## src/rtl/mdio_mgmt_pkg.sv

```systemverilog
package mdio_mgmt_pkg;

    localparam int MGMT_ADDR_W = 8;
    localparam int BUS_W       = 32;
    localparam int PHY_W       = 5;
    localparam int REGN_W      = 5;
    localparam int DATA_W      = 16;

    // Register offsets. The software sequence depends on these positions.
    localparam logic [MGMT_ADDR_W-1:0] OFS_CFG    = 8'h20;
    localparam logic [MGMT_ADDR_W-1:0] OFS_CMD    = 8'h24;
    localparam logic [MGMT_ADDR_W-1:0] OFS_ADDR   = 8'h28;
    localparam logic [MGMT_ADDR_W-1:0] OFS_WDATA  = 8'h2c;
    localparam logic [MGMT_ADDR_W-1:0] OFS_RESULT = 8'h30;
    localparam logic [MGMT_ADDR_W-1:0] OFS_IND    = 8'h34;

    localparam int CFG_ABORT_BIT = 31;
    localparam int CMD_READ_BIT  = 0;
    localparam int ADR_PHY_LSB   = 8;
    localparam int IND_BUSY_BIT  = 0;
    localparam int IND_INV_BIT   = 2;

    // Fields of one management transaction.
    typedef struct packed {
        logic [PHY_W-1:0]  phy;
        logic [REGN_W-1:0] regn;
        logic [DATA_W-1:0] data;
    } frame_req_t;

endpackage

```

## src/rtl/mdio_clk_div.sv

```systemverilog
module mdio_clk_div #(
    parameter int DIV_W = 4
) (
    input  logic             clk,
    input  logic             rst_n,
    input  logic             run,
    input  logic             clr,
    input  logic [DIV_W-1:0] code,
    output logic             mdc,
    output logic             rise,
    output logic             fall
);

    typedef struct packed {
        logic [DIV_W-1:0] cnt;
        logic             mdc;
    } div_st_t;

    div_st_t st_q, st_d;
    logic    hit;

    always_comb begin
        st_d = st_q;
        hit  = run && (st_q.cnt >= code);
        if (clr || !run) begin
            st_d.cnt = '0;
            st_d.mdc = 1'b0;
        end else if (hit) begin
            st_d.cnt = '0;
            st_d.mdc = ~st_q.mdc;
        end else begin
            st_d.cnt = st_q.cnt + 1'b1;
        end
    end

    always_ff @(posedge clk) begin
        if (!rst_n) st_q <= '0;
        else        st_q <= st_d;
    end

    assign mdc  = st_q.mdc;
    assign rise = hit && !st_q.mdc && !clr;
    assign fall = hit &&  st_q.mdc && !clr;

endmodule

```

## src/rtl/mdio_frame_seq.sv

```systemverilog
module mdio_frame_seq
    import mdio_mgmt_pkg::*;
#(
    parameter int PRE_LEN = 32
) (
    input  logic              clk,
    input  logic              rst_n,
    input  logic              abort,
    input  logic              start_wr,
    input  logic              start_rd,
    input  frame_req_t        req,
    input  logic              rise,
    input  logic              fall,
    input  logic              mdi,
    output logic              busy,
    output logic              invalid,
    output logic              mdo,
    output logic              oe,
    output logic              rd_done,
    output logic [DATA_W-1:0] rd_data
);

    localparam int FRAME_BITS = PRE_LEN + 4 + PHY_W + REGN_W + 2 + DATA_W;
    localparam int IDX_W      = $clog2(FRAME_BITS);
    localparam logic [IDX_W-1:0] LAST_IDX = IDX_W'(FRAME_BITS - 1);
    localparam logic [IDX_W-1:0] TA_IDX   = IDX_W'(FRAME_BITS - DATA_W - 2);
    localparam logic [IDX_W-1:0] DATA_IDX = IDX_W'(FRAME_BITS - DATA_W);

    typedef struct packed {
        logic                  busy;
        logic                  is_rd;
        logic [IDX_W-1:0]      idx;
        logic [FRAME_BITS-1:0] sh;
        logic [DATA_W-1:0]     cap;
    } seq_st_t;

    seq_st_t st_q, st_d;
    logic [FRAME_BITS-1:0] load_vec;
    logic                  done_d;

    always_comb begin
        load_vec = {{PRE_LEN{1'b1}}, 2'b01,
                    (start_rd ? 2'b10 : 2'b01),
                    req.phy, req.regn,
                    (start_rd ? 2'b00 : 2'b10),
                    (start_rd ? {DATA_W{1'b0}} : req.data)};
    end

    always_comb begin
        st_d   = st_q;
        done_d = 1'b0;
        if (abort) begin
            st_d.busy  = 1'b0;
            st_d.is_rd = 1'b0;
            st_d.idx   = '0;
        end else if (!st_q.busy) begin
            if (start_wr || start_rd) begin
                st_d.busy  = 1'b1;
                st_d.is_rd = start_rd;
                st_d.idx   = '0;
                st_d.sh    = load_vec;
            end
        end else begin
            if (rise && st_q.is_rd && (st_q.idx >= DATA_IDX)) begin
                st_d.cap = {st_q.cap[DATA_W-2:0], mdi};
            end
            if (fall) begin
                if (st_q.idx == LAST_IDX) begin
                    st_d.busy  = 1'b0;
                    st_d.is_rd = 1'b0;
                    st_d.idx   = '0;
                    done_d     = st_q.is_rd;
                end else begin
                    st_d.idx = st_q.idx + 1'b1;
                    st_d.sh  = {st_q.sh[FRAME_BITS-2:0], 1'b0};
                end
            end
        end
    end

    always_ff @(posedge clk) begin
        if (!rst_n) st_q <= '0;
        else        st_q <= st_d;
    end

    assign busy    = st_q.busy;
    assign invalid = st_q.busy && st_q.is_rd;
    assign mdo     = st_q.busy && st_q.sh[FRAME_BITS-1];
    assign oe      = st_q.busy && !(st_q.is_rd && (st_q.idx >= TA_IDX));
    assign rd_done = done_d;
    assign rd_data = st_q.cap;

endmodule

```

## src/rtl/mdio_reg_bank.sv

```systemverilog
module mdio_reg_bank
    import mdio_mgmt_pkg::*;
#(
    parameter int DIV_W   = 4,
    parameter int DIV_MIN = 2,
    parameter int DIV_MAX = 9,
    parameter int DIV_RST = 7
) (
    input  logic                   clk,
    input  logic                   rst_n,
    input  logic [MGMT_ADDR_W-1:0] bus_addr,
    input  logic                   bus_we,
    input  logic [BUS_W-1:0]       bus_wdata,
    output logic [BUS_W-1:0]       bus_rdata,
    input  logic                   busy,
    input  logic                   invalid,
    input  logic                   rd_done,
    input  logic [DATA_W-1:0]      rd_data,
    output logic [DIV_W-1:0]       div_code,
    output logic                   abort,
    output logic                   start_wr,
    output logic                   start_rd,
    output frame_req_t             req
);

    typedef struct packed {
        logic [DIV_W-1:0]  code;
        logic              cmd;
        logic [PHY_W-1:0]  phy;
        logic [REGN_W-1:0] regn;
        logic [DATA_W-1:0] wdata;
        logic [DATA_W-1:0] result;
    } rb_st_t;

    rb_st_t st_q, st_d;
    logic   sel_cfg, sel_cmd, sel_addr, sel_wdata;
    logic   wdata_unused;

    function automatic logic [DIV_W-1:0] clamp_code(input logic [DIV_W-1:0] c);
        if (c < DIV_W'(DIV_MIN)) return DIV_W'(DIV_MIN);
        if (c > DIV_W'(DIV_MAX)) return DIV_W'(DIV_MAX);
        return c;
    endfunction

    assign wdata_unused = ^bus_wdata[CFG_ABORT_BIT-1:DATA_W];

    always_comb begin
        sel_cfg   = bus_we && (bus_addr == OFS_CFG);
        sel_cmd   = bus_we && (bus_addr == OFS_CMD);
        sel_addr  = bus_we && (bus_addr == OFS_ADDR);
        sel_wdata = bus_we && (bus_addr == OFS_WDATA);

        abort    = sel_cfg && bus_wdata[CFG_ABORT_BIT];
        start_rd = sel_cmd && !busy && bus_wdata[CMD_READ_BIT] && !st_q.cmd;
        start_wr = sel_wdata && !busy;

        st_d = st_q;
        if (sel_cfg) begin
            st_d.code = clamp_code(bus_wdata[DIV_W-1:0]);
        end
        if (sel_cmd && !busy) begin
            st_d.cmd = bus_wdata[CMD_READ_BIT];
        end
        if (sel_addr && !busy) begin
            st_d.phy  = bus_wdata[ADR_PHY_LSB +: PHY_W];
            st_d.regn = bus_wdata[REGN_W-1:0];
        end
        if (start_wr) begin
            st_d.wdata = bus_wdata[DATA_W-1:0];
        end
        if (rd_done) begin
            st_d.result = rd_data;
        end
    end

    always_ff @(posedge clk) begin
        if (!rst_n) begin
            st_q      <= '0;
            st_q.code <= DIV_W'(DIV_RST);
        end else begin
            st_q <= st_d;
        end
    end

    always_comb begin
        bus_rdata = '0;
        case (bus_addr)
            OFS_CFG:    bus_rdata[DIV_W-1:0] = st_q.code;
            OFS_CMD:    bus_rdata[CMD_READ_BIT] = st_q.cmd;
            OFS_ADDR: begin
                bus_rdata[ADR_PHY_LSB +: PHY_W] = st_q.phy;
                bus_rdata[REGN_W-1:0]           = st_q.regn;
            end
            OFS_WDATA:  bus_rdata[DATA_W-1:0] = st_q.wdata;
            OFS_RESULT: bus_rdata[DATA_W-1:0] = st_q.result;
            OFS_IND: begin
                bus_rdata[IND_BUSY_BIT] = busy;
                bus_rdata[IND_INV_BIT]  = invalid;
            end
            default:    bus_rdata = '0;
        endcase
    end

    assign div_code = st_q.code;
    assign req.phy  = st_q.phy;
    assign req.regn = st_q.regn;
    assign req.data = bus_wdata[DATA_W-1:0];

endmodule

```

## src/rtl/mdio_mgmt_ctrl.sv

```systemverilog
module mdio_mgmt_ctrl
    import mdio_mgmt_pkg::*;
#(
    parameter int DIV_W   = 4,
    parameter int DIV_MIN = 2,
    parameter int DIV_MAX = 9,
    parameter int DIV_RST = 7,
    parameter int PRE_LEN = 32
) (
    input  logic                   clk,
    input  logic                   rst_n,
    input  logic [MGMT_ADDR_W-1:0] bus_addr,
    input  logic                   bus_we,
    input  logic [BUS_W-1:0]       bus_wdata,
    output logic [BUS_W-1:0]       bus_rdata,
    output logic                   mdc_o,
    output logic                   mdio_o,
    output logic                   mdio_oe_o,
    input  logic                   mdio_i
);

    logic              seq_busy;
    logic              seq_invalid;
    logic              seq_done;
    logic [DATA_W-1:0] seq_rdata;
    logic [DIV_W-1:0]  div_code;
    logic              abort;
    logic              start_wr;
    logic              start_rd;
    logic              mdc_rise;
    logic              mdc_fall;
    frame_req_t        frm_req;

    mdio_reg_bank #(
        .DIV_W   (DIV_W),
        .DIV_MIN (DIV_MIN),
        .DIV_MAX (DIV_MAX),
        .DIV_RST (DIV_RST)
    ) u_regs (
        .clk       (clk),
        .rst_n     (rst_n),
        .bus_addr  (bus_addr),
        .bus_we    (bus_we),
        .bus_wdata (bus_wdata),
        .bus_rdata (bus_rdata),
        .busy      (seq_busy),
        .invalid   (seq_invalid),
        .rd_done   (seq_done),
        .rd_data   (seq_rdata),
        .div_code  (div_code),
        .abort     (abort),
        .start_wr  (start_wr),
        .start_rd  (start_rd),
        .req       (frm_req)
    );

    mdio_clk_div #(
        .DIV_W (DIV_W)
    ) u_div (
        .clk   (clk),
        .rst_n (rst_n),
        .run   (seq_busy),
        .clr   (abort),
        .code  (div_code),
        .mdc   (mdc_o),
        .rise  (mdc_rise),
        .fall  (mdc_fall)
    );

    mdio_frame_seq #(
        .PRE_LEN (PRE_LEN)
    ) u_seq (
        .clk      (clk),
        .rst_n    (rst_n),
        .abort    (abort),
        .start_wr (start_wr),
        .start_rd (start_rd),
        .req      (frm_req),
        .rise     (mdc_rise),
        .fall     (mdc_fall),
        .mdi      (mdio_i),
        .busy     (seq_busy),
        .invalid  (seq_invalid),
        .mdo      (mdio_o),
        .oe       (mdio_oe_o),
        .rd_done  (seq_done),
        .rd_data  (seq_rdata)
    );

endmodule

```

## config.mk

```make
export PLATFORM = sky130hd
export DESIGN_NAME = mdio_mgmt_ctrl
export DESIGN_NICKNAME = d
export VERILOG_FILES = /design/src/rtl/mdio_mgmt_pkg.sv /design/src/rtl/mdio_clk_div.sv /design/src/rtl/mdio_frame_seq.sv /design/src/rtl/mdio_reg_bank.sv /design/src/rtl/mdio_mgmt_ctrl.sv
export SDC_FILE = /design/constraint.sdc
export NUM_CORES = 1
export LEC_CHECK = 0
export BUFFER_PORTS_ARGS = -buffer_cell sky130_fd_sc_hd__buf_2
export CAP_MARGIN = 15
export CORE_ASPECT_RATIO = 0.6
export CORE_MARGIN = 3
export CORE_UTILIZATION = 30
export CTS_CLUSTER_SIZE = 14
export DETAILED_ROUTE_END_ITERATION = 6
export HOLD_SLACK_MARGIN = 0.15
export PLACE_DENSITY = 0.55
export SETUP_SLACK_MARGIN = 0.3
export SYNTH_ARGS = -nofsm -noshare
export SYNTH_HDL_FRONTEND = slang
export SYNTH_SLANG_ARGS = --single-unit
```

## constraint.sdc

```tcl
create_clock -name clk -period 3.2 [get_ports clk]
set_input_delay 0.16 -clock clk [delete_from_list [all_inputs] [get_ports clk]]
set_output_delay 0.16 -clock clk [all_outputs]
set_load 0.01 [all_outputs]
```

Word-level counts from Yosys, hierarchy flattened
Cells that the tools add are included.
W data, S select, Z words.
- add/subtract/negate cells: 2
- order comparisons: 5
- eq/ne operators: 10
- mux-type cells: 30
- bitwise logic cells: 3
- reduce and logical (&&, ||, !) cells: 36
- operators with widths (operator ; number):
    $mux W72 ; 3
    $mux W64 ; 1
    $eq A8 B6 Y1 const B ; 6
    $logic_and A1 B1 Y1 ; 21
    $mux W16 ; 1
    $mux W4 ; 4
    $pmux W5 S3 ; 1
    $ge A6 B6 Y1 const B ; 2
    $pmux W3 S2 ; 2
    $mux W1 ; 9
    $pmux W1 S4 ; 2
    $add A6 B1 Y6 const B ; 1
    $eq A6 B6 Y1 const B ; 1
    $mux W2 ; 3
    $mux W6 ; 1
    $ne A2 B2 Y1 const B ; 3
    $pmux W1 S6 ; 1
    $reduce_and A3 Y1 ; 2
    $logic_not A1 Y1 ; 5
    $pmux W1 S5 ; 1
    $add A4 B1 Y4 const B ; 1
    $ge A4 B4 Y1 ; 1
    $gt A4 B4 Y1 const B ; 1
    $lt A4 B2 Y1 const B ; 1
    other kinds (8) ; 12
- register bits: 140
- input port bits: 44
- output and inout port bits: 35
- logic and storage cells: 99

Logic depth before layout (Yosys ltp)
- depth after elaboration: 8
- mapped depth: 9
- gate-level depth less buffers: 7

By module
From an unflattened synthesis, not the netlist that was laid out.
- cells, all modules: 737
- area, all modules: 6530.0 um^2
- by module, submodules not included (module ; instances ; cells an instance ; area each (um^2)):
    mdio_frame_seq ; 1 ; 422 ; 3737.3
    mdio_reg_bank ; 1 ; 281 ; 2461.1
    mdio_clk_div ; 1 ; 34 ; 331.6

Least setup slack after synthesis
No wires, ideal clock.
- path kind: flip-flop to flip-flop
- start point: register u_div.st_q[1] in the netlist's numbering
- end point: register u_seq.st_q[24] in the netlist's numbering
- arrival time: 2.210 ns
- path slack: 0.871 ns
- cell stages (with the launch flop): 9
- path buffers: 1
- cells stage by stage: dfxtp_1 inv_1 ha_1 nand2b_1 a2111oi_2 o31ai_1 nand3_1 buf_2 o2bb2ai_1
- longest elaborated chain between the ends: 6
- ends and longest elaborated chain (element ; RTL line ; source):
    start, declared ; mdio_clk_div.sv:19 ; div_st_t st_q, st_d;
    start signal, assigned ; mdio_clk_div.sv:38 ; else st_q <= st_d;
    $ge A4 B4 Y1 ; mdio_clk_div.sv:24 ; hit = run && (st_q.cnt >= code);
    $logic_and A1 B1 Y1 ; mdio_clk_div.sv:24 ;
    $logic_and A1 B1 Y1 (2 in a row) ; mdio_clk_div.sv:43 ; assign fall = hit && st_q.mdc && !clr;
    $ne A2 B2 Y1 (no line) ; -- ;
    $reduce_and A4 Y1 (no line) ; -- ;
    end signal, assigned ; mdio_frame_seq.sv:83 ; else st_q <= st_d;
    end, declared ; mdio_frame_seq.sv:37 ; seq_st_t st_q, st_d;
No other way between the ends.
A chain may end at the register's enable or synchronous reset.

Final worst setup path
- start point: register u_div.st_q[1] in the netlist's numbering
- end point: register u_regs.st_q[10] in the netlist's numbering
- longest elaborated chain between the ends: 7
- ends and longest elaborated chain (element ; RTL line ; source):
    $ge A4 B4 Y1 ; mdio_clk_div.sv:24 ;
    $logic_and A1 B1 Y1 ; mdio_clk_div.sv:24 ;
    $logic_and A1 B1 Y1 (2 in a row) ; mdio_clk_div.sv:43 ;
    $mux W1 ; mdio_frame_seq.sv:67 ; if (fall) begin
    $mux W1 ; mdio_frame_seq.sv:56 ; end else if (!st_q.busy) begin
    $mux W1 ; mdio_frame_seq.sv:52 ; if (abort) begin
    end signal, assigned ; mdio_reg_bank.sv:81 ; st_q <= st_d;
    end, declared ; mdio_reg_bank.sv:35 ; rb_st_t st_q, st_d;
No other way between the ends.

==> impl_summary.log <==
[metrics] number of DRC violations after detailed routing: 0
[metrics] unrepaired setup endpoints after global routing: false
[metrics] setup total negative slack: 0 ns
[metrics] Synth Area in Compound Gates: 0.2490
[metrics] worst clock skew: 0.009666 ns
[metrics] cell-by-cell listing of the critical path: inv_1, ha_1, nand2b_1, a2111oi_2, buf_4, nor4_4, and3_1, mux2i_1
[metrics] number of global-route vias before repair: 4,707
[metrics] Final HPWL DP: 10,690 µm
[metrics] sort of element at the end of the critical path: register
[metrics] Warnings, synthesis: 0
[metrics] xor/xnor cell area share of the yosys netlist: 0.004340
[metrics] main combinational cell family by area after synthesis: compound AO/OA/AOI/OAI gates
[metrics] All-Layer GR Usage: 0.1552
[metrics] Worst Hold Margin: 0.2233 ns
[metrics] pin count of the biggest net entering global routing: 73
[metrics] total of flip-flops plus latches after synthesis: 140
[metrics] area enclosed by the die boundary: 21,980 µm²
[metrics] run status: finished, final reports clean
[metrics] Power per Cell Area: 524.4 nW/µm²
[metrics] routability congestion estimate: 0.7822
[metrics] number of inserted diodes: 0
[metrics] largest fanout on the critical path: 16
[metrics] slew at the pin closest to its max-slew limit: 1.052 ns
[metrics] global-route wire length before repair: 26,810 µm
[metrics] number of vias per cell after detailed routing: 5.146
[metrics] Leak: 0.002566 µW
[metrics] input/output buffers: 47
[metrics] num ports: 79
[metrics] layout cells sized above 1: 0.1488
[metrics] final worst-path cycle share: 0.8242
[metrics] non-filler cells, final: 1,005
[metrics] Hold Fails Final Rpt: 0
[metrics] maximum clock rate: 379.2 MHz
[metrics] number of iterations in the first detailed-routing pass: 5
[metrics] nets@finish: 777
[metrics] largest stage delay on the critical path: 0.91 ns
[metrics] Synth Cell Area: 6055 µm²
[metrics] initial antenna violation count: 0
[metrics] Post-Syn Instances: 679
[metrics] share of synthesized registers carrying an async set or reset: 0
[metrics] max_slew headroom: 0.2986
[metrics] count of cell types in the netlist: 59
[metrics] WL final: 16,570 µm
[metrics] multiplexer fraction of the synthesized cell area: 0.03141
[metrics] DIE WIDTH: 189.4 µm
[metrics] number of vias in the routed layout: 5,172
[metrics] startpoint type of the worst setup path: register
[metrics] initial DRC count: 491
[metrics] clock period minus worst slack: 2.637 ns
[metrics] Cell Area, Placed: 6514 µm²
[metrics] path type of the worst min-delay path: input port to register
[metrics] depth of the CTS H-tree: 4
[metrics] number of enable-type register cells in the synthesized netlist: 0
[metrics] number of maximum-capacitance constraint violations: 0
[metrics] worst voltage drop across the vdd grid: 0.4078 mV
[metrics] arrival time of the worst setup path: 2.97 ns
[metrics] post-detailed-route count of antenna-violating nets: 0
[metrics] Area growth syn-to-layout: 20.29%
[metrics] sequential-to-total area share from yosys stat: 0.4629
[metrics] main flop type after synthesis: sky130_fd_sc_hd__dfxtp_1
[metrics] final-report max-slew violation count: 0
[metrics] CTS clock-pin slew for the worst setup and hold paths: 0.06 ns
[metrics] Skew-Pair Late Insertion Delay: 0.42 ns
[metrics] mean post-synth cell area: 8.917 µm²
[metrics] count of final setup violators: 0
[metrics] standard cell core area: 19,420 µm²
[metrics] leftover overflow at the end of global routing: 0
[metrics] Root Buffer Master: sky130_fd_sc_hd__clkbuf_16
[metrics] final core occ: 0.3750
[metrics] adder-cell share of the synthesized area: 0.01447
[metrics] CTS buffer count: 17
[metrics] Critical Setup Path Class: register to register
[metrics] post-DR wirelength/cell: 16.48 µm
[metrics] total of fill cells in the finished design: 1,993
[metrics] simple-gate portion of the synthesized area: 0.1713
[metrics] Crit path required time: 3.53 ns
[metrics] # placed instances: 955
[metrics] Starting Density: 0.3118
[metrics] Critical Path Slowest Stage Cell: sky130_fd_sc_hd__and3_1
[metrics] chip height: 116.0 µm
[metrics] number of clock sinks: 140
[metrics] cell row count: 39
[metrics] Longest Clk Path Bufs: 2
[metrics] clock tree from TritonCTS: done
[metrics] fin area: 7283 µm²
## power by group
part / switching [µW] / internal (µW)
clock network: 777 / 1160
registers: 2.14 / 1750
logic: 91.8 / 44.1
## final timing paths
check	slack, ns	endpoint	from	cells after the start
min reg2reg	0.45	u_regs.st_q[15]	u_seq.rd_data[15]	2
max reg2reg	0.56	u_regs.st_q[10]	u_div.st_q[1]	8
max	0.56	u_regs.st_q[10]	u_div.st_q[1]	8
min	0.22	u_seq.st_q[84]	rst_n	4
## cell usage after synthesis (3+ instances only)
master	n	area, µm²
sky130_fd_sc_hd__nand4_1	5	31.28
sky130_fd_sc_hd__or4_1	3	22.52
sky130_fd_sc_hd__buf_4	16	120.1
sky130_fd_sc_hd__a2bb2oi_1	32	280.3
sky130_fd_sc_hd__nor3_1	5	25.02
sky130_fd_sc_hd__a22oi_1	31	232.7
sky130_fd_sc_hd__o211ai_1	3	22.52
sky130_fd_sc_hd__and3_1	6	37.54
sky130_fd_sc_hd__buf_2	10	50.05
sky130_fd_sc_hd__and2_1	3	18.77
sky130_fd_sc_hd__o311ai_0	3	26.28
sky130_fd_sc_hd__clkbuf_1	40	150.1
sky130_fd_sc_hd__nor2b_1	3	18.77
sky130_fd_sc_hd__nand2_1	94	352.8
sky130_fd_sc_hd__nor2_1	16	60.06
sky130_fd_sc_hd__buf_1	3	11.26
sky130_fd_sc_hd__nand3_1	71	355.3
sky130_fd_sc_hd__ha_1	7	87.58
sky130_fd_sc_hd__a22o_1	8	70.07
sky130_fd_sc_hd__a21oi_1	53	265.3
sky130_fd_sc_hd__o2bb2ai_1	27	236.5
sky130_fd_sc_hd__nand2b_1	3	18.77
sky130_fd_sc_hd__dfxtp_1	140	2803
sky130_fd_sc_hd__inv_1	11	41.29
sky130_fd_sc_hd__mux2i_1	19	190.2
sky130_fd_sc_hd__o21ai_0	23	115.1
## kinds of logic after synthesis
kind of cell    Yosys count
compound gates          206
fa+ha+maj                 7
simple gates            220
flops                   140
buf+inv                  83
xor+xnor                  3
other cells               1
mux                      19
## area by class of cell
class / instances / area [µm²] / area share
clock buffer: 21 / 480.5 / 0.06597
clock inverter: 11 / 108.9 / 0.01495
inverter: 12 / 45.04 / 0.006185
multi-input combinational: 471 / 2930 / 0.4023
sequential: 140 / 2803 / 0.3848
tap: 266 / 332.8 / 0.04570
timing repair buffer: 84 / 583.1 / 0.08005
## sequential cells by signal (all words and copies together), names as in the netlist
register,count
u_seq.st_q,71
u_regs.req,10
u_regs.st_q,33
u_regs.div_code,4
u_seq.busy,1
u_seq.rd_data,16
u_div.st_q,4
u_div.mdc,1
## cells in the final DEF, fill, tap and decap left out, types with 3 or more instances in the layout
master / synthesis / routed
sky130_fd_sc_hd__clkinv_4: 0 / 3
sky130_fd_sc_hd__nand4_1: 5 / 5
sky130_fd_sc_hd__clkinvlp_4: 0 / 4
sky130_fd_sc_hd__nand2_1: 94 / 94
sky130_fd_sc_hd__nand2b_1: 3 / 3
sky130_fd_sc_hd__buf_4: 16 / 17
sky130_fd_sc_hd__o311ai_0: 3 / 3
sky130_fd_sc_hd__buf_2: 10 / 47
sky130_fd_sc_hd__ha_1: 7 / 7
sky130_fd_sc_hd__and2_1: 3 / 3
sky130_fd_sc_hd__clkbuf_16: 0 / 17
sky130_fd_sc_hd__mux2i_1: 19 / 19
sky130_fd_sc_hd__or4_1: 3 / 3
sky130_fd_sc_hd__nor2b_1: 3 / 3
sky130_fd_sc_hd__and3_1: 6 / 6
sky130_fd_sc_hd__nor2_1: 16 / 15
sky130_fd_sc_hd__a21oi_1: 53 / 53
sky130_fd_sc_hd__dfxtp_1: 140 / 140
sky130_fd_sc_hd__dlygate4sd3_1: 0 / 18
sky130_fd_sc_hd__o2bb2ai_1: 27 / 27
sky130_fd_sc_hd__nand3_1: 71 / 71
sky130_fd_sc_hd__nor3_1: 5 / 5
sky130_fd_sc_hd__o21ai_0: 23 / 23
sky130_fd_sc_hd__a2bb2oi_1: 32 / 32
sky130_fd_sc_hd__clkbuf_8: 0 / 4
sky130_fd_sc_hd__inv_1: 11 / 11
sky130_fd_sc_hd__conb_1: 1 / 16
sky130_fd_sc_hd__o211ai_1: 3 / 3
sky130_fd_sc_hd__a22o_1: 8 / 8
sky130_fd_sc_hd__a22oi_1: 31 / 31
## critical path, delay by kind of cell, from the launching register on
kind            cells  cell delay [ns]
buf+inv             2             0.23
simple gates        3             1.35
flops               1             0.38
fa+ha+maj           1             0.26
compound gates      1             0.07
mux                 1             0.27
## through the flow
step,total power (µW),worst slack [ns]
floorplan,1864,0.8707
global placement,1903,0.5979
detailed placement,1904,0.5652
CTS,3860,0.5490
global route,3954,0.3705
finish,3820,0.5627
## timing repair
action                                 in CTS  in global routing
resized for setup                           0                  0
hold buffers                               18                  0
buffers inserted                            0                  0
endpoints found under the hold margin      43                  0
## routing by layer
| metal | track usage | vias to the layer above | part of all wire |
|---|---|---|---|
| li1 | - | 2560 | - |
| met1 | 0.2524 | 2501 | 0.56 |
| met2 | 0.1960 | 97 | 0.39 |
| met3 | 0.03174 | 14 | 0.042 |
| met4 | 0.04872 | 0 | 0.010 |
| met5 | 0 | - | 0 |
Power figures use the tool's default switching activity.
